## src/rtl/gpio_lockbank_pkg.sv

```systemverilog
package gpio_lockbank_pkg;

  localparam int unsigned PINS_PER_BANK = 32;
  localparam int unsigned MAX_BANKS     = 8;
  localparam logic [31:0] PASSWORD      = 32'h00A5_A501;

  localparam int unsigned OFS_OUT_LVL = 12'h000;
  localparam int unsigned OFS_IN_LVL  = 12'h020;
  localparam int unsigned OFS_SET     = 12'h040;
  localparam int unsigned OFS_CLR     = 12'h060;
  localparam int unsigned OFS_CTRL    = 12'h100;
  localparam int unsigned OFS_LOCK    = 12'h500;
  localparam int unsigned OFS_PWD     = 12'h520;

  typedef enum logic [2:0] {
    K_NONE, K_OUT_LVL, K_IN_LVL, K_SET, K_CLR, K_CTRL, K_LOCK, K_PWD
  } reg_kind_e;

  typedef struct packed {
    reg_kind_e   kind;
    logic [2:0]  bank;
    logic [7:0]  pin;
  } dec_t;

  // bank number of a global pin
  function automatic logic [2:0] bank_of(input logic [7:0] pin);
    return pin[7:5];
  endfunction

  // bit index of a global pin inside its bank
  function automatic logic [4:0] bit_of(input logic [7:0] pin);
    return pin[4:0];
  endfunction

  function automatic logic [31:0] apply_set(input logic [31:0] lvl,
                                            input logic [31:0] mask,
                                            input logic [31:0] lock);
    return lvl | (mask & ~lock);
  endfunction

  function automatic logic [31:0] apply_clr(input logic [31:0] lvl,
                                            input logic [31:0] mask,
                                            input logic [31:0] lock);
    return lvl & ~(mask & ~lock);
  endfunction

  function automatic dec_t decode_addr(input logic [11:0] addr,
                                       input int unsigned nbanks);
    dec_t d;
    int unsigned ofs;
    int unsigned gpin;
    ofs    = 32'(addr);
    d.kind = K_NONE;
    d.bank = addr[4:2];
    d.pin  = 8'd0;
    if (addr[1:0] == 2'b00) begin
      if (ofs < OFS_CTRL) begin
        case (addr[7:5])
          3'd0: d.kind = K_OUT_LVL;
          3'd1: d.kind = K_IN_LVL;
          3'd2: d.kind = K_SET;
          3'd3: d.kind = K_CLR;
          default: d.kind = K_NONE;
        endcase
        if (32'(d.bank) >= nbanks) d.kind = K_NONE;
      end else if (ofs < OFS_LOCK) begin
        gpin  = (ofs - OFS_CTRL) >> 2;
        d.pin = gpin[7:0];
        d.bank = bank_of(d.pin);
        if (gpin < nbanks * PINS_PER_BANK) d.kind = K_CTRL;
      end else if (ofs < OFS_PWD) begin
        if (32'(d.bank) < nbanks) d.kind = K_LOCK;
      end else if (ofs == OFS_PWD) begin
        d.kind = K_PWD;
      end
    end
    return d;
  endfunction

endpackage

```

## src/rtl/gpio_in_sync.sv

```systemverilog
module gpio_in_sync #(
  parameter int unsigned W = 64
) (
  input  logic         clk,
  input  logic         rst_n,
  input  logic [W-1:0] d_in,
  output logic [W-1:0] d_sync
);
  logic [W-1:0] stage1_q;
  logic [W-1:0] stage2_q;

  always_ff @(posedge clk or negedge rst_n) begin
    if (!rst_n) begin
      stage1_q <= '0;
      stage2_q <= '0;
    end else begin
      stage1_q <= d_in;
      stage2_q <= stage1_q;
    end
  end

  assign d_sync = stage2_q;
endmodule

```

## src/rtl/gpio_pwd_guard.sv

```systemverilog
module gpio_pwd_guard (
  input  logic clk,
  input  logic rst_n,
  input  logic bus_we,
  input  logic pwd_hit,
  input  logic lock_wr,
  output logic lock_ok,
  output logic lock_err
);
  logic armed_q;
  logic err_q;
  logic drop_ev;

  assign lock_ok = lock_wr & armed_q;
  assign drop_ev = lock_wr & ~armed_q;

  always_ff @(posedge clk or negedge rst_n) begin
    if (!rst_n) begin
      armed_q <= 1'b0;
      err_q   <= 1'b0;
    end else begin
      if (bus_we) armed_q <= pwd_hit;
      if (drop_ev) err_q <= 1'b1;
    end
  end

  assign lock_err = err_q;


  disarm_on_other_write_chk: assert property (@(posedge clk) disable iff (!rst_n)
    (bus_we && !pwd_hit) |=> !armed_q);


  drop_sets_err_chk: assert property (@(posedge clk) disable iff (!rst_n)
    (lock_wr && !armed_q) |=> lock_err);


  err_sticky_chk: assert property (@(posedge clk) disable iff (!rst_n)
    lock_err |=> lock_err);
endmodule

```

## src/rtl/gpio_bank_regs.sv

```systemverilog
module gpio_bank_regs
  import gpio_lockbank_pkg::*;
(
  input  logic        clk,
  input  logic        rst_n,
  input  logic        we_set,
  input  logic        we_clr,
  input  logic        we_ctrl,
  input  logic [4:0]  ctrl_idx,
  input  logic        ctrl_val,
  input  logic        we_lock,
  input  logic [31:0] wdata,
  output logic [31:0] lvl_q,
  output logic [31:0] dir_q,
  output logic [31:0] lock_q
);
  logic ctrl_blocked;
  assign ctrl_blocked = lock_q[ctrl_idx];

  always_ff @(posedge clk or negedge rst_n) begin
    if (!rst_n) begin
      lvl_q  <= '0;
      dir_q  <= '1;
      lock_q <= '1;
    end else begin
      if (we_lock) lock_q <= wdata;
      if (we_set) lvl_q <= apply_set(lvl_q, wdata, lock_q);
      else if (we_clr) lvl_q <= apply_clr(lvl_q, wdata, lock_q);
      if (we_ctrl && !ctrl_blocked) dir_q[ctrl_idx] <= ctrl_val;
    end
  end


  locked_lvl_stable_chk: assert property (@(posedge clk) disable iff (!rst_n)
    1'b1 |=> ((lvl_q ^ $past(lvl_q)) & $past(lock_q)) == 32'd0);


  locked_dir_stable_chk: assert property (@(posedge clk) disable iff (!rst_n)
    1'b1 |=> ((dir_q ^ $past(dir_q)) & $past(lock_q)) == 32'd0);


  set_raises_chk: assert property (@(posedge clk) disable iff (!rst_n)
    we_set |=> (lvl_q & $past(wdata & ~lock_q)) == $past(wdata & ~lock_q));


  lock_only_on_accept_chk: assert property (@(posedge clk) disable iff (!rst_n)
    !we_lock |=> $stable(lock_q));
endmodule

```

## src/rtl/gpio_lockbank_top.sv

```systemverilog
module gpio_lockbank_top
  import gpio_lockbank_pkg::*;
#(
  parameter int unsigned NUM_BANKS = 2,
  localparam int unsigned NPINS = NUM_BANKS * PINS_PER_BANK
) (
  input  logic             clk,
  input  logic             rst_n,
  input  logic             bus_we,
  input  logic [11:0]      bus_addr,
  input  logic [31:0]      bus_wdata,
  output logic [31:0]      bus_rdata,
  input  logic [NPINS-1:0] pin_in,
  output logic [NPINS-1:0] pin_out,
  output logic [NPINS-1:0] pin_oe,
  output logic             lock_err
);
  dec_t dec;
  logic pwd_hit;
  logic lock_wr;
  logic lock_ok;
  logic [NPINS-1:0] in_sync;
  logic [31:0] lvl_b  [NUM_BANKS];
  logic [31:0] dir_b  [NUM_BANKS];
  logic [31:0] lock_b [NUM_BANKS];

  assign dec     = decode_addr(bus_addr, NUM_BANKS);
  assign pwd_hit = bus_we && (dec.kind == K_PWD) && (bus_wdata == PASSWORD);
  assign lock_wr = bus_we && (dec.kind == K_LOCK);

  gpio_in_sync #(.W(NPINS)) u_sync (
    .clk(clk), .rst_n(rst_n), .d_in(pin_in), .d_sync(in_sync)
  );

  gpio_pwd_guard u_guard (
    .clk(clk), .rst_n(rst_n), .bus_we(bus_we), .pwd_hit(pwd_hit),
    .lock_wr(lock_wr), .lock_ok(lock_ok), .lock_err(lock_err)
  );

  for (genvar b = 0; b < NUM_BANKS; b++) begin : g_bank
    logic sel;
    assign sel = (dec.bank == 3'(b));
    gpio_bank_regs u_regs (
      .clk(clk), .rst_n(rst_n),
      .we_set(bus_we && dec.kind == K_SET && sel),
      .we_clr(bus_we && dec.kind == K_CLR && sel),
      .we_ctrl(bus_we && dec.kind == K_CTRL && sel),
      .ctrl_idx(bit_of(dec.pin)),
      .ctrl_val(bus_wdata[0]),
      .we_lock(lock_ok && sel),
      .wdata(bus_wdata),
      .lvl_q(lvl_b[b]), .dir_q(dir_b[b]), .lock_q(lock_b[b])
    );
    assign pin_out[b*PINS_PER_BANK +: PINS_PER_BANK] = lvl_b[b];
    assign pin_oe[b*PINS_PER_BANK +: PINS_PER_BANK]  = ~dir_b[b];
  end

  always_comb begin
    bus_rdata = 32'd0;
    for (int b = 0; b < NUM_BANKS; b++) begin
      if (dec.bank == 3'(b)) begin
        case (dec.kind)
          K_OUT_LVL: bus_rdata = lvl_b[b];
          K_IN_LVL:  bus_rdata = in_sync[b*PINS_PER_BANK +: PINS_PER_BANK];
          K_LOCK:    bus_rdata = lock_b[b];
          K_CTRL:    bus_rdata = {31'd0, dir_b[b][bit_of(dec.pin)]};
          default:   bus_rdata = 32'd0;
        endcase
      end
    end
  end


  unmapped_reads_zero_chk: assert property (@(posedge clk) disable iff (!rst_n)
    (dec.kind == K_NONE || dec.kind == K_PWD) |-> bus_rdata == 32'd0);


  oe_follows_dir_chk: assert property (@(posedge clk) disable iff (!rst_n)
    (bus_we && dec.kind == K_CTRL && !lock_b[0][bit_of(dec.pin)] && dec.bank == 3'd0)
      |=> pin_oe[bit_of($past(dec.pin))] == !$past(bus_wdata[0]));
endmodule

```

## config.mk

```make
export PLATFORM = sky130hd
export DESIGN_NAME = gpio_lockbank_top
export DESIGN_NICKNAME = d
export VERILOG_FILES = /design/src/rtl/gpio_lockbank_pkg.sv /design/src/rtl/gpio_in_sync.sv /design/src/rtl/gpio_pwd_guard.sv /design/src/rtl/gpio_bank_regs.sv /design/src/rtl/gpio_lockbank_top.sv
export SDC_FILE = /design/constraint.sdc
export NUM_CORES = 1
export LEC_CHECK = 0
export ABC_AREA = 1
export ABC_CLOCK_PERIOD_IN_PS = 6800
export BUFFER_PORTS_ARGS = -buffer_cell sky130_fd_sc_hd__buf_2
export CORE_AREA = 2 2 191 193
export CTS_BUF_LIST = sky130_fd_sc_hd__clkbuf_16
export CTS_CLUSTER_DIAMETER = 60
export DETAILED_ROUTE_END_ITERATION = 10
export DIE_AREA = 0 0 193 195
export GPL_ROUTABILITY_DRIVEN = 0
export GPL_TIMING_DRIVEN = 0
export PLACE_DENSITY = 0.65
export SYNTH_ARGS = -nofsm -noshare
export SYNTH_HDL_FRONTEND = slang
export SYNTH_SLANG_ARGS = --single-unit
```

## constraint.sdc

```tcl
create_clock -name clk -period 6.8 [get_ports clk]
set_input_delay 0.34 -clock clk [delete_from_list [all_inputs] [get_ports clk]]
set_output_delay 0.34 -clock clk [all_outputs]
set_load 0.005 [all_outputs]
```

==> results <==
- The run finished with clean final reports.
- The worst setup path is captured at an output port.
- The number of antenna violations at the first check in global routing is 7.
- In this run, the number of DRC markers left after iteration 0 of detailed routing was 1668.
- The final hold violation count is 0.
- Once placement finished, the instance area stood at 0.0177 mm2.
- Once detail routing completed, the nets flagged for antenna violations numbered 0.
- From bottom edge to top edge, the die measures 195 um.
- In this run the register-to-register setup slack is 4560 ps.
- The worst path in the final design needs a cycle of 4250 ps, including I/O delays and setup.
- The endpoint of the worst-slack reg-to-reg timing path is g_bank[0].u_regs.dir_q[25].
- The data arrival time at the worst-slack endpoint is 3910 ps.
- For this run, the slowest stage of the critical path takes 910 ps.
- The number of warnings reported in the yosys synthesis log is 0.
- The worst setup path is launched from a primary input.
- After clock tree synthesis, the clock-pin slew on the worst setup and hold paths is 60 ps.
- The leading cell type in the layout, fill and taps excluded is nand2_1.
- The total I/O pin count is 272.
- Buffers inserted during clock tree synthesis total 41.
- The worst slack at placement is 2680 ps.
- The peak clock frequency supported by timing is 235 MHz.
- The starting density of the core is 0.445.
- Setup repair after global routing left no endpoint under its margin.
- The routed layout has 16200 vias.
- For this run, the register share of the synthesized area comes to 0.522.
- For the pin with the worst max-slew slack, the measured transition is 1150 ps.
- The source-to-sink clock delay at the later pin of the worst-skew pair is 560 ps.
- The first TritonRoute pass finished after 6 iterations.
- The detailed-placement wirelength estimate is 42.0 mm.
- The count of maximum capacitance violations is 0.
- The detailed-route vias per instance is 5.70.
- The maximum clock skew at final layout is 19.9 ps.
- The share of the synthesized area in compound gates (AO/OA/AOI/OAI) is 0.0872.
- The number of global-route vias before repair was 15900.
- The slowest stage of the critical path is the clkbuf_1 cell.
- The post-synth net total is 2082.
- The count of buffers added on input and output ports is 269.
- The final number of max-transition violations is 0.
- The floorplan has 69 rows.
- The total DRC errors in the routed layout is 0.
- The finished layout holds 2844 standard cells, fillers aside.
- The remaining global-route overflow is 0.
- In the final layout, the share of cells above drive strength 1 is 0.237.
- The maximum number of pins on one net before global-route repair is 115.
- The required time at the worst-slack endpoint is 6460 ps.
- Leaving out fill and tap cells, the most frequent cells in the layout are nand2_1, buf_2, inv_1, dfrtp_1, nand3_1.
- The CTS tree is built.
- The total track usage is 0.323.
- For this design the ratio of total power to cell area is 227 mW/mm2.
- The floorplan step defined a die boundary enclosing 0.0376 mm2.
- In the post-route analysis, the smallest setup slack over all paths is 2550 ps.
- The critical path endpoint is bus_rdata[19].
- Counting distinct cell types in the post-synthesis netlist gives 34.
- The count of cells along the worst register-to-register path is 12.
- The netlist area before placement is 0.0157 mm2.
- In the final routed layout, each cell accounts on average for 21.4 um.
- The clock tree synthesis step divided the H-tree into 2 levels.
- The combined flip-flop and latch cell area is 0.00822 mm2.
- After detailed placement, the design holds a cell count of 2696.
- The adder and majority gate portion of the synthesized area is 0.00556.
- The area share of and/or/nand/nor cells after synthesis is 0.303.
- The die is 193 um wide.
- In this run the clock root is driven by a clkbuf_16.
- Relative to the synthesized area, the layout overhead comes to 25.9%.
- The core footprint is 0.0354 mm2.
- The number of clock sinks is 322.
- The min-delay analysis places its worst path in the category in -> reg.
- In this run the worst path has a maximum fanout of 10.
- The share of the clock period used by the worst path is 0.624.
- The maximum buffer depth of the clock tree is 3.
- Setup violations remaining at the end of the flow were counted as 0.
- Summed over all layers, the routed wires come to 60.9 mm.
- In the final layout, the multi-input gates occupy 0.00622 mm2.
- The static leakage power is 8.95 nW.
- By startpoint and endpoint, the worst setup path is classified as in -> out.
- The first global-routing pass estimated 91.9 mm of wire.
- The layout has 3302 filler cells.
- The most critical setup path has its startpoint at bus_addr[8].
- The signal on the critical path passes through buf_2, inv_2, ha_1, inv_2, nand2_1, nor3_1, nand2_1, a21oi_1, nor2_1, nand2_1, nand3_1, inv_1, ha_1, nor2_1, clkbuf_1, nand2_1, o21ai_1, buf_2.
- Synthesis produced 1964 cells.
- In this run, synthesis produced a sequential element count of 322.
- The main combinational cell family by area after synthesis is simple AND/OR/NAND/NOR gates.
- Once the clock tree was built, the setup fixing pass inserted 0 buffers.
- The worst slew margin relative to its limit is 0.232.
- The mux cell area share after synthesis is 0.
- At the end of the flow, the number of nets in the layout was 2461.
- The most numerous cell type found on the critical path is nand2_1.
- The worst register-to-register path begins at g_bank[0].u_regs.lock_q[17].
- In this run the mean area of a mapped cell was 8.01 um2.
- The worst-case IR drop observed on VDD is 0.277 mV.
- The total non-filler cell area in the finished layout is 0.0198 mm2.
- The share of the synthesized netlist area taken by xor and xnor gates is 0.
-- worst min-delay path by stage --
stage,from,to,slack [ps],depth (start not counted)
2_1_floorplan,rst_n,async pin,40,0
3_3_place_gp,u_sync.stage1_q[23],u_sync.d_sync[23],330,0
3_5_place_dp,u_sync.stage1_q[0],u_sync.d_sync[0],330,0
4_1_cts,bus_wdata[16],g_bank[0].u_regs.lock_q[16],50,3
5_1_grt,bus_wdata[29],g_bank[0].u_regs.lock_q[29],70,3
6_report,bus_wdata[29],g_bank[0].u_regs.lock_q[29],70,3
-- cell usage after synthesis (all sizes together) --
library cell / number / share of area
nor4: 5 / 0.0020
nor2: 98 / 0.028
o31ai: 1 / 0.00048
nor3: 3 / 0.00095
or2: 1 / 0.00040
nand3: 181 / 0.060
o32ai: 1 / 0.00056
nor3b: 1 / 0.00048
nand4: 146 / 0.058
nand2: 633 / 0.15
inv: 200 / 0.048
dfrtp: 194 / 0.31
ha: 7 / 0.0056
o21ai: 182 / 0.058
a31o: 1 / 0.00056
buf: 70 / 0.025
dfstp: 128 / 0.21
clkbuf: 39 / 0.0093
and3: 2 / 0.00079
a21oi: 40 / 0.013
o211ai: 31 / 0.015
-- repair_timing --
action                    CTS  global route
hold buffers               65             0
resized for setup           0             0
hold endpoints to repair  137             0
-- cells by family after synthesis --
family | after synthesis
AOI/OAI and AO/OA | 256
adders and majority gates | 7
buffers and inverters | 309
DFF | 322
and+or+nand+nor | 1070
-- area by class of cell --
type                    instances  share of cell area
diodes                          7            0.000884
plain buffers                 109              0.0276
clock buffers                  43              0.0543
clock inverters                33              0.0171
inverters                     200              0.0379
multi-input cells            1333               0.314
flip-flops and latches        322               0.415
well taps                     461              0.0291
repair buffers                336               0.104
-- power breakdown --
part | switching, mW | total [mW] | internal [mW]
Combinational | 0.171 | 0.247 | 0.0766
Clock | 0.891 | 2.27 | 1.38
Sequential | 0.0146 | 1.97 | 1.96
Total | 1.08 | 4.50 | 3.42
-- critical path: cells and delay by family --
kind,cells,cell delay (ps)
buffers and inverters,6,1480
AND/OR/NAND/NOR,8,1270
adder cells (fa/ha/maj),2,470
AO/OA/AOI/OAI,2,310
-- metal layers --
layer | global-route usage | vias to the layer above | routed length, um
met3 | 0.0757 | 207 | 6690
li1 | - | 7231 | -
met4 | 0.160 | 6 | 3140
met5 | 0 | - | 40
met1 | 0.421 | 7747 | 23300
met2 | 0.503 | 1020 | 27800
-- metrics by stage --
| stage | utilization | power (mW) | TNS, ps | hold slack, ps |
|---|---|---|---|---|
| floorplan | - | 2.08 | 0 | 44.4 |
| global placement | 0.499 | 2.21 | -141650 | 332 |
| detailed placement | 0.501 | 2.22 | 0 | 335 |
| CTS | 0.559 | 4.51 | 0 | 54.9 |
| global route | 0.559 | 4.62 | 0 | 71.7 |
| finish | 0.560 | 4.50 | 0 | 68.3 |
(Power assumes the default switching activity.)
